`src/rtl/fcsel_pkg.sv`:
```
package fcsel_pkg;

  typedef enum logic [1:0] {
    CC_EQUAL   = 2'd0,
    CC_OVFL    = 2'd1,
    CC_GEQ     = 2'd2,
    CC_GREATER = 2'd3
  } cond_e;

  typedef struct packed {
    logic load;
    logic pickFirst;
    logic narrow;
  } sel_strobe_t;

endpackage

```
`src/rtl/fcsel_ctrl.sv`:
```
module fcsel_ctrl
  import fcsel_pkg::*;
#(
  parameter int IDX_W          = 5,
  parameter bit HAS_SEL        = 1'b1,
  parameter bit HAS_UPPER_BANK = 1'b0
) (
  input  logic             clk,
  input  logic             rst_n,
  input  logic             reqValid,
  input  logic             isDouble,
  input  logic [1:0]       condCode,
  input  logic             flagN,
  input  logic             flagZ,
  input  logic             flagV,
  input  logic [IDX_W-1:0] idxD,
  input  logic [IDX_W-1:0] idxN,
  input  logic [IDX_W-1:0] idxM,
  output sel_strobe_t      strobe,
  output logic             undefFlag
);

  localparam int BANK_BIT = IDX_W - 1;

  cond_e cond;
  logic  condMet;
  logic  highIdx;
  logic  badIdx;
  logic  illegal;

  assign cond = cond_e'(condCode);

  always_comb begin
    unique case (cond)
      CC_EQUAL:   condMet = flagZ;
      CC_OVFL:    condMet = flagV;
      CC_GEQ:     condMet = (flagN == flagV);
      CC_GREATER: condMet = !flagZ && (flagN == flagV);
      default:    condMet = 1'b0;
    endcase
  end

  assign highIdx = idxD[BANK_BIT] | idxN[BANK_BIT] | idxM[BANK_BIT];

  generate
    if (HAS_UPPER_BANK) begin : g_fullBank
      assign badIdx = 1'b0;
    end else begin : g_halfBank
      assign badIdx = isDouble && highIdx;
    end
  endgenerate

  generate
    if (HAS_SEL) begin : g_selPresent
      assign illegal = badIdx;
    end else begin : g_selAbsent
      assign illegal = 1'b1;
    end
  endgenerate

  always_comb begin
    strobe.load      = reqValid && !illegal;
    strobe.pickFirst = condMet;
    strobe.narrow    = !isDouble;
  end

  always_ff @(posedge clk or negedge rst_n) begin
    if (!rst_n) undefFlag <= 1'b0;
    else        undefFlag <= reqValid && illegal;
  end

endmodule

```
`src/rtl/fcsel_datapath.sv`:
```
module fcsel_datapath
  import fcsel_pkg::*;
#(
  parameter int DATA_W   = 64,
  parameter int NARROW_W = 32,
  parameter int IDX_W    = 5
) (
  input  logic              clk,
  input  logic              rst_n,
  input  sel_strobe_t       strobe,
  input  logic [DATA_W-1:0] opN,
  input  logic [DATA_W-1:0] opM,
  input  logic [IDX_W-1:0]  idxD,
  output logic [DATA_W-1:0] resData,
  output logic [IDX_W-1:0]  wrIdx,
  output logic              wrEn
);

  localparam int UPPER_W = DATA_W - NARROW_W;

  logic [DATA_W-1:0] chosen;
  logic [DATA_W-1:0] shaped;

  assign chosen = strobe.pickFirst ? opN : opM;

  generate
    if (UPPER_W > 0) begin : g_widen
      assign shaped = strobe.narrow
                    ? {{UPPER_W{1'b0}}, chosen[NARROW_W-1:0]}
                    : chosen;
    end else begin : g_same
      assign shaped = chosen;
    end
  endgenerate

  always_ff @(posedge clk or negedge rst_n) begin
    if (!rst_n) begin
      resData <= '0;
      wrIdx   <= '0;
      wrEn    <= 1'b0;
    end else begin
      wrEn <= strobe.load;
      if (strobe.load) begin
        resData <= shaped;
        wrIdx   <= idxD;
      end
    end
  end

endmodule

```
`src/rtl/fp_cond_select.sv`:
```
module fp_cond_select
  import fcsel_pkg::*;
#(
  parameter int DATA_W         = 64,
  parameter int NARROW_W       = 32,
  parameter int IDX_W          = 5,
  parameter bit HAS_SEL        = 1'b1,
  parameter bit HAS_UPPER_BANK = 1'b0
) (
  input  logic              clk,
  input  logic              rst_n,
  input  logic              reqValid,
  input  logic              isDouble,
  input  logic [1:0]        condCode,
  input  logic              flagN,
  input  logic              flagZ,
  input  logic              flagV,
  input  logic [IDX_W-1:0]  idxD,
  input  logic [IDX_W-1:0]  idxN,
  input  logic [IDX_W-1:0]  idxM,
  input  logic [DATA_W-1:0] opN,
  input  logic [DATA_W-1:0] opM,
  output logic [DATA_W-1:0] resData,
  output logic [IDX_W-1:0]  wrIdx,
  output logic              wrEn,
  output logic              undefFlag
);

  sel_strobe_t strobe;

  fcsel_ctrl #(
    .IDX_W(IDX_W),
    .HAS_SEL(HAS_SEL),
    .HAS_UPPER_BANK(HAS_UPPER_BANK)
  ) u_ctrl (
    .clk(clk), .rst_n(rst_n), .reqValid(reqValid), .isDouble(isDouble),
    .condCode(condCode), .flagN(flagN), .flagZ(flagZ), .flagV(flagV),
    .idxD(idxD), .idxN(idxN), .idxM(idxM),
    .strobe(strobe), .undefFlag(undefFlag)
  );

  fcsel_datapath #(
    .DATA_W(DATA_W),
    .NARROW_W(NARROW_W),
    .IDX_W(IDX_W)
  ) u_dp (
    .clk(clk), .rst_n(rst_n), .strobe(strobe), .opN(opN), .opM(opM),
    .idxD(idxD), .resData(resData), .wrIdx(wrIdx), .wrEn(wrEn)
  );

endmodule

```
`config.mk`:
```
export PLATFORM = sky130hd
export DESIGN_NAME = fp_cond_select
export DESIGN_NICKNAME = d
export VERILOG_FILES = /design/src/rtl/fcsel_pkg.sv /design/src/rtl/fcsel_ctrl.sv /design/src/rtl/fcsel_datapath.sv /design/src/rtl/fp_cond_select.sv
export SDC_FILE = /design/constraint.sdc
export NUM_CORES = 1
export LEC_CHECK = 0
export ABC_AREA = 1
export BUFFER_PORTS_ARGS = -buffer_cell sky130_fd_sc_hd__buf_2
export CORE_ASPECT_RATIO = 1.75
export CORE_UTILIZATION = 45
export CTS_BUF_LIST = sky130_fd_sc_hd__clkbuf_16
export CTS_CLUSTER_DIAMETER = 40
export DETAILED_ROUTE_END_ITERATION = 10
export PLACE_DENSITY_LB_ADDON = 0.05
export SYNTH_ARGS = -nofsm -noshare
export SYNTH_HDL_FRONTEND = slang
export SYNTH_SLANG_ARGS = --single-unit
export TNS_END_PERCENT = 100
```
`constraint.sdc`:
```
create_clock -name clk -period 0.8 [get_ports clk]
set_clock_uncertainty 0.1 [all_clocks]
set_input_delay 0.16 -clock clk [delete_from_list [all_inputs] [get_ports clk]]
set_output_delay 0.16 -clock clk [all_outputs]
set_load 0.01 [all_outputs]
```
==> results.py, run 1 <==
metrics = {
    "placement": {
        "post-place-cells": 907,
        "dpl_worst_slack_ns": -0.591,
        "dp_hpwl_um": 8230,
        "port_buffers": 214,
        "gp_congestion": 0.848,
        "dpl-instance-area_um2": 5360,
    },
    "synthesis": {
        "netlist_area_um2": 4010,
        "ys_types": 16,
        "syn-num-nets": 744,
        "synth-main-ff-cell": "dfrtp_1",
        "ys.warnings.count": 0,
        "synth_top_area_share_pct": 44.3,
        "yosysTopAreaCell": "dfrtp_1",
        "syn_inst": 592,
        "ys_seq_area_share_pct": 44.3,
        "ys_seq_elements": 71,
        "synth_area_per_cell_um2": 6.78,
        "synthTopCellsByArea": "dfrtp_1 (44%), nand2_1 (20%), nand3_1 (16%)",
        "synth-edff-count": 0,
        "synth_most_common_cell": "nand2_1",
        "async_flop_share_pct": 100,
        "synthTopCellsByCount": "nand2_1 (214), inv_1 (136), nand3_1 (128)",
    },
    "die": {
        "start_util_pct": 46.3,
        "placementRows": 45,
        "die_x_um": 73.4,
        "fp.dieH_um": 127,
        "io_pins": 223,
    },
    "clocking": {
        "h-tree-depth": 3,
        "cts-root-buf": "clkbuf_16",
        "cts.sinks": 71,
        "clockBufferDepth": 2,
        "cts_buffers": 9,
    },
    "global_route": {
        "grt_overflow_total": 440,
        "grt_max_degree": 38,
        "grtUsageTotal_pct": 91.9,
    },
    "run_status": {
        "tool.error": "[ERROR GRT-0232] Routing congestion too high. Check the congestion heatmap in the GUI.",
        "status": "did not finish",
        "failed_stage": "global routing (5_1_grt)",
    },
    "sta": {
        "grt-worst-endpoint": "resData[36]",
        "endpoint_type": "top-level output",
    },
}
-- stage by stage --
step                      hold slack, ns  TNS [ns]
after floorplan                   -0.236    -14.80
after CTS                        -0.0235    -33.87
after global placement            0.0832    -34.28
after detailed placement          0.0863    -36.26
-- cell families after synthesis --
kind of cell / after synthesis / synth area share, %
flops: 71 / 44.3
buf+inv: 171 / 18.4
simple gates: 349 / 37.2
compound gates: 1 / 0.125
-- routing by layer --
layer / track usage (%) / overflow
met2: 114 / 288
met5: 14.0 / 0
met4: 110 / 145
met1: 84.1 / 2
met3: 69.2 / 5
-- repair_timing --
item | 4_1_cts
endpoints found under the hold margin | 77
buffers inserted | 37
hold buffers | 5
gates cloned | 26
resized for setup | 251
pin swaps | 99
endpoints found under the setup margin | 140
==> run 2, diff against run 1 <==
CORE_ASPECT_RATIO = default   (was 1.75)
CORE_UTILIZATION = 37   (was 45)
CTS_BUF_LIST = default   (was sky130_fd_sc_hd__clkbuf_16)
CTS_CLUSTER_DIAMETER = default   (was 40)
PLACE_DENSITY_LB_ADDON = 0.15   (was 0.05)
==> results.py, run 2 <==
metrics = {
    "sta": {
        "maxSlewViolCount": 0,
        "finalCritPeriodShare_pct": 147,
        "max_clock_freq_mhz": 852,
        "grt_setup_unrepaired": "true",
        "period_needed_ns": 1.17,
        "hold_violations": 0,
        "fin_ws_ns": -0.374,
        "setup_violations": 140,
        "worst_slew_pin_slew_ns": 0.230,
        "fin_setup_tns_ns": -34.81,
        "hold_ws_ns": 0.00205,
        "relSlewSlack_pct": 84.7,
    },
    "pwr": {
        "p_leak_nw": 4.83,
        "finalPower_mw": 11.9,
        "power_density_nw_per_um2": 1480,
        "ir_drop_uv": 1020,
    },
    "routing": {
        "viasPerCell": 4.88,
        "antenna_left": 0,
        "drt_iter0_markers": 241,
        "wire_per_inst_um": 16.3,
        "drt_pass1_iterations": 4,
        "drcViolationCount": 0,
        "num_vias": 4976,
        "drt_wl_total_um": 16600,
    },
    "placement": {
        "port_buffers": 214,
        "post-place-cells": 928,
        "dpl-instance-area_um2": 5400,
        "gp_congestion": 0.822,
        "dp_hpwl_um": 8360,
    },
    "synthesis": {
        "ys.warnings.count": 0,
        "syn_inst": 592,
        "ys_seq_elements": 71,
        "syn-num-nets": 744,
        "synth-main-ff-cell": "dfrtp_1",
        "ys_types": 16,
        "synth_top_area_share_pct": 44.3,
        "synth-edff-count": 0,
        "netlist_area_um2": 4010,
        "yosysTopAreaCell": "dfrtp_1",
        "ys_seq_area_share_pct": 44.3,
        "synthTopCellsByArea": "dfrtp_1 (44%), nand2_1 (20%), nand3_1 (16%)",
        "synth_most_common_cell": "nand2_1",
        "synth_area_per_cell_um2": 6.78,
        "synthTopCellsByCount": "nand2_1 (214), inv_1 (136), nand3_1 (128)",
        "async_flop_share_pct": 100,
    },
    "worst_hold_path": {
        "hold_start": "reqValid",
        "hp-class": "in2reg",
        "min_path_cells": 3,
        "hold_end": "u_ctrl.undefFlag",
    },
    "critical_path": {
        "critPathLaunchType": "flop",
        "crit_buf_inv": 1,
        "rr_startpoint": "u_dp.resData[28]",
        "cp_max_fo": 2,
        "ff2ff_setup_slack_ns": -0.15,
        "crit_type": "reg2out",
        "slowest_stage": "dfrtp_1",
        "crit_family": "flip-flops",
        "required_ns": 0.54,
        "cpPeakStageDelay_ns": 0.43,
        "reg2reg_to": "u_dp.resData[28]",
        "cp.arrival_ns": 0.91,
        "endpoint_kind": "output pin",
        "crit_chain": "buf_6",
        "r2r_cells": 4,
    },
    "flow_run": {
        "max_cap_viol_count": 0,
    },
    "die": {
        "die_x_um": 106,
        "placementRows": 37,
        "io_pins": 223,
        "coreArea_um2": 10400,
        "fp.dieH_um": 106,
        "start_util_pct": 38.5,
        "die-area_um2": 11300,
    },
    "finish": {
        "reg_top3": "u_dp.resData (64), u_dp.wrIdx (5)",
        "mostFrequentLayoutCells": "buf_2 (189), nand2_1 (136), inv_1 (130), nand3_2 (94), dfrtp_1 (71)",
        "regMostFlops": "u_dp.resData",
        "drive_gt1_share_pct": 58.4,
        "largest_register_ffs": 64,
        "layout_commonest_cell": "buf_2",
        "synthToLayoutAreaGrowth_pct": 99.9,
        "stdcell_count": 1019,
        "design_area_um2": 8030,
        "diodes": 0,
        "nets": 1031,
        "fillers": 718,
    },
    "clocking": {
        "cts_tree": "built",
        "cts-root-buf": "clkbuf_8",
        "h-tree-depth": 3,
        "cts_buffers": 9,
        "clockBufferDepth": 2,
        "clk_latency_ns": 0.35,
        "clk_pin_slew_ns": 0.08,
        "cts.sinks": 71,
    },
    "global_route": {
        "grtUsageMet2_pct": 50.7,
        "antenna_found_initial": 0,
        "grt_use_met3_pct": 4.60,
        "gr-max-usage-layer": "met2",
        "grt_overflow_total": 0,
        "grt_max_degree": 32,
        "grt_first_pass_wirelength_um": 24700,
        "grtUsageTotal_pct": 28.6,
        "grt_use_met1_pct": 33.1,
        "first_global_vias": 5054,
    },
    "run_status": {
        "violations": "setup timing",
        "status": "finished with violations",
    },
}
run 2: cell counts after synthesis:
Identical to the previous run, type by type.
run 2: logic make-up (layout without fill, tap and decap cells):
group	Yosys count	in the layout	synth area share [%]
AO/OA/AOI/OAI	1	1	0.125
AND/OR/NAND/NOR	349	349	37.2
buffers and inverters	171	462	18.4
flip-flops	71	71	44.3
run 2: what timing repair did:
item,CTS,global route
setup buffers,34,27
pin swaps,121,99
setup endpoints to repair,140,140
endpoints found under the hold margin,77,0
hold buffers,5,0
resized for setup,252,91
cloned,21,4
run 2: final cells by class:
cell class | count | area (um2) | share of cell area, %
Timing Repair Buffer | 310 | 2680 | 33.4
Inverter | 137 | 537 | 6.69
Clock buffer | 11 | 141 | 1.76
Multi-Input combinational cell | 350 | 2650 | 33.0
Clock inverter | 4 | 70.1 | 0.873
Sequential cell | 71 | 1780 | 22.1
Tap cell | 136 | 170 | 2.12
run 2: power by group:
part,internal [mW],switching [mW],total (mW)
sequential,3.98,0.244,4.22
combinational,2.24,2.21,4.45
clock,1.82,1.39,3.20
run 2: metrics by stage:
step | utilization [%] | setup slack (ns)
after global routing | 77.0 | -0.398
after floorplan | - | -0.235
after detailed placement | 51.8 | -0.554
after global placement | 51.8 | -0.537
final | 77.0 | -0.374
after CTS | 72.6 | -0.367
run 2: worst max path at each step:
stage	startpoint	end	slack, ns	cells past startpoint
6_report	u_dp.resData[57]	resData[57]	-0.37	1
5_1_grt	u_dp.resData[57]	resData[57]	-0.40	1
4_1_cts	u_dp.resData[57]	resData[57]	-0.37	1
3_5_place_dp	flagV	u_dp.resData[61]	-0.55	10
3_3_place_gp	flagV	u_dp.resData[27]	-0.54	8
2_1_floorplan	idxN[4]	u_dp.resData[10]	-0.24	9
run 2: per-layer routing:
layer  wire length, um  share of wire (%)
met2              8720                 53
met5                 0                  0
met1              6230                 38
met4               596                3.6
met3              1020                6.2
No activity file was read; power rests on OpenSTA's default activity.
==> run 3, diff against run 2 <==
CTS_CLUSTER_DIAMETER = 50   (was default)
MAX_ROUTING_LAYER = met4   (was default)
SYNTH_HIERARCHICAL = 1   (was default)
==> results.py, run 3 <==
metrics = {
    "critical_path": {
        "cpPeakStageDelay_ns": 0.41,
        "crit_family": "flip-flops",
        "crit_buf_inv": 1,
        "crit_chain": "buf_2",
        "crit_type": "reg2out",
        "cp.arrival_ns": 0.89,
        "reg2reg_to": "u_dp/resData[58]",
        "critPathLaunchType": "flop",
        "required_ns": 0.54,
        "r2r_cells": 4,
        "rr_startpoint": "u_dp/resData[58]",
        "slowest_stage": "dfrtp_1",
        "endpoint_kind": "output pin",
        "ff2ff_setup_slack_ns": -0.15,
        "cp_max_fo": 2,
    },
    "die": {
        "start_util_pct": 38.8,
        "coreArea_um2": 9950,
        "placementRows": 36,
        "die_x_um": 104,
        "die-area_um2": 10900,
        "io_pins": 223,
        "fp.dieH_um": 104,
    },
    "sta": {
        "hold_violations": 0,
        "maxSlewViolCount": 0,
        "hold_ws_ns": 0.00218,
        "grt_setup_unrepaired": "true",
        "relSlewSlack_pct": 86.7,
        "period_needed_ns": 1.15,
        "worst_slew_pin_slew_ns": 0.200,
        "fin_ws_ns": -0.352,
        "finalCritPeriodShare_pct": 144,
        "setup_violations": 141,
        "fin_setup_tns_ns": -41.66,
        "max_clock_freq_mhz": 868,
    },
    "clocking": {
        "cts_tree": "built",
        "clk_latency_ns": 0.32,
        "cts-root-buf": "clkbuf_8",
        "clockBufferDepth": 2,
        "cts.sinks": 71,
        "cts_buffers": 9,
        "h-tree-depth": 3,
        "clk_pin_slew_ns": 0.09,
    },
    "worst_hold_path": {
        "hold_end": "u_ctrl/undefFlag",
        "hp-class": "in2reg",
        "hold_start": "isDouble",
        "min_path_cells": 3,
    },
    "routing": {
        "num_vias": 4898,
        "drcViolationCount": 0,
        "wire_per_inst_um": 16.6,
        "drt_iter0_markers": 235,
        "antenna_left": 0,
        "drt_pass1_iterations": 4,
        "viasPerCell": 4.79,
        "drt_wl_total_um": 17000,
    },
    "synthesis": {
        "syn-num-nets": 736,
        "synth_top_family_by_area": "simple AND/OR/NAND/NOR gates",
        "ys_types": 12,
        "synth_top_area_share_pct": 46.0,
        "synth-adder-area-share_pct": 0,
        "async_flop_share_pct": 100,
        "netlist_area_um2": 3870,
        "synth-main-ff-cell": "dfrtp_1",
        "ys.warnings.count": 6,
        "ys_seq_elements": 71,
        "synth_compound_area_share_pct": 0.259,
        "synth_area_per_cell_um2": 6.62,
        "ys_seq_area_share_pct": 46.0,
        "synth-simple-area-share_pct": 36.3,
        "muxShareOfSynthArea_pct": 0,
        "yosysTopAreaCell": "dfrtp_1",
        "synth-edff-count": 0,
        "synthTopCellsByCount": "nand2_1 (281), inv_1 (131), dfrtp_1 (71)",
        "synth_most_common_cell": "nand2_1",
        "synthTopCellsByArea": "dfrtp_1 (46%), nand2_1 (27%), inv_1 (13%)",
        "synth_xor_area_share_pct": 0,
        "syn_inst": 584,
    },
    "global_route": {
        "grt_overflow_total": 0,
        "grtUsageTotal_pct": 30.6,
        "grt_max_degree": 34,
        "grt_first_pass_wirelength_um": 25200,
        "antenna_found_initial": 0,
        "first_global_vias": 5104,
    },
    "placement": {
        "dpl-instance-area_um2": 5220,
        "dp_hpwl_um": 8300,
        "dpl_worst_slack_ns": -0.593,
        "port_buffers": 214,
        "gp_congestion": 0.812,
    },
    "run_status": {
        "violations": "setup timing",
        "status": "finished with violations",
    },
    "finish": {
        "drive_gt1_share_pct": 60.6,
        "reg_top3": "u_dp/resData (64), u_dp/wrIdx (5)",
        "design_area_um2": 7980,
        "diodes": 0,
        "mostFrequentLayoutCells": "buf_2 (193), nand2_1 (140), inv_1 (130), nand2_4 (83), dfrtp_1 (71)",
        "layout_commonest_cell": "buf_2",
        "largest_register_ffs": 64,
        "nets": 1037,
        "fillers": 657,
        "regMostFlops": "u_dp/resData",
        "synthToLayoutAreaGrowth_pct": 106,
    },
    "pwr": {
        "ir_drop_uv": 1300,
        "power_density_nw_per_um2": 1600,
        "p_leak_nw": 4.80,
        "finalPower_mw": 12.8,
    },
    "flow_run": {
        "max_cap_viol_count": 0,
    },
}
## run 3: worst max path at each step
stage | depth (start not counted) | startpoint | endpoint | slack (ns)
3_5_place_dp | 10 | condCode[1] | u_dp/resData[46] | -0.59
6_report | 1 | u_dp/resData[38] | resData[38] | -0.35
2_1_floorplan | 10 | condCode[1] | u_dp/resData[53] | -0.33
3_3_place_gp | 11 | flagN | u_dp/resData[12] | -0.55
5_1_grt | 11 | condCode[0] | u_dp/resData[25] | -0.40
4_1_cts | 1 | u_dp/resData[47] | resData[47] | -0.35
## run 3: per-layer routing
layer  track usage (%)  routed length (um)
met3              4.51                 912
met1              34.2                6550
met4              14.6                 516
met2              53.5                9030
met5                 -                   0
## run 3: layout make-up
cell class | instances | area (um2) | area share [%]
inverters | 133 | 514 | 6.44
repair buffers | 317 | 2780 | 34.8
multi-input cells | 352 | 2550 | 31.9
clock buffers | 11 | 131 | 1.65
repair inverters | 1 | 16.3 | 0.204
clock inverters | 4 | 47.5 | 0.596
well taps | 133 | 166 | 2.08
flip-flops and latches | 71 | 1780 | 22.3
## run 3: worst reg2reg max path, stage by stage (launching register included)
cell	delay (ns)
dfrtp_1	0.39
buf_4	0.13
buf_4	0.12
nand2_1	0.06
nand2_1	0.05
## run 3: power breakdown
part	internal [mW]	switching [mW]	total, mW
sequential	4.13	0.341	4.47
clock	1.42	1.35	2.77
combinational	2.79	2.73	5.52
total	8.33	4.42	12.8
## run 3: timing repair
item | CTS | global route
endpoints found under the hold margin | 76 | 0
endpoints found under the setup margin | 140 | 146
gates resized for setup | 259 | 143
hold buffers | 5 | 0
pin swaps | 84 | 111
cloned | 27 | 2
buffers inserted | 45 | 28
## run 3: through the flow
| stage | utilization, % | instances |
|---|---|---|
| 4_1_cts | 75.9 | 1010 |
| 2_1_floorplan | - | 584 |
| 5_1_grt | 80.2 | 1022 |
| 6_report | 80.2 | 1022 |
| 3_3_place_gp | 52.5 | 921 |
| 3_5_place_dp | 52.5 | 921 |
## run 3: logic make-up after synthesis
kind of cell           Yosys count
and+or+nand+nor                350
buffers and inverters          161
DFF                             71
AOI/OAI and AO/OA                2
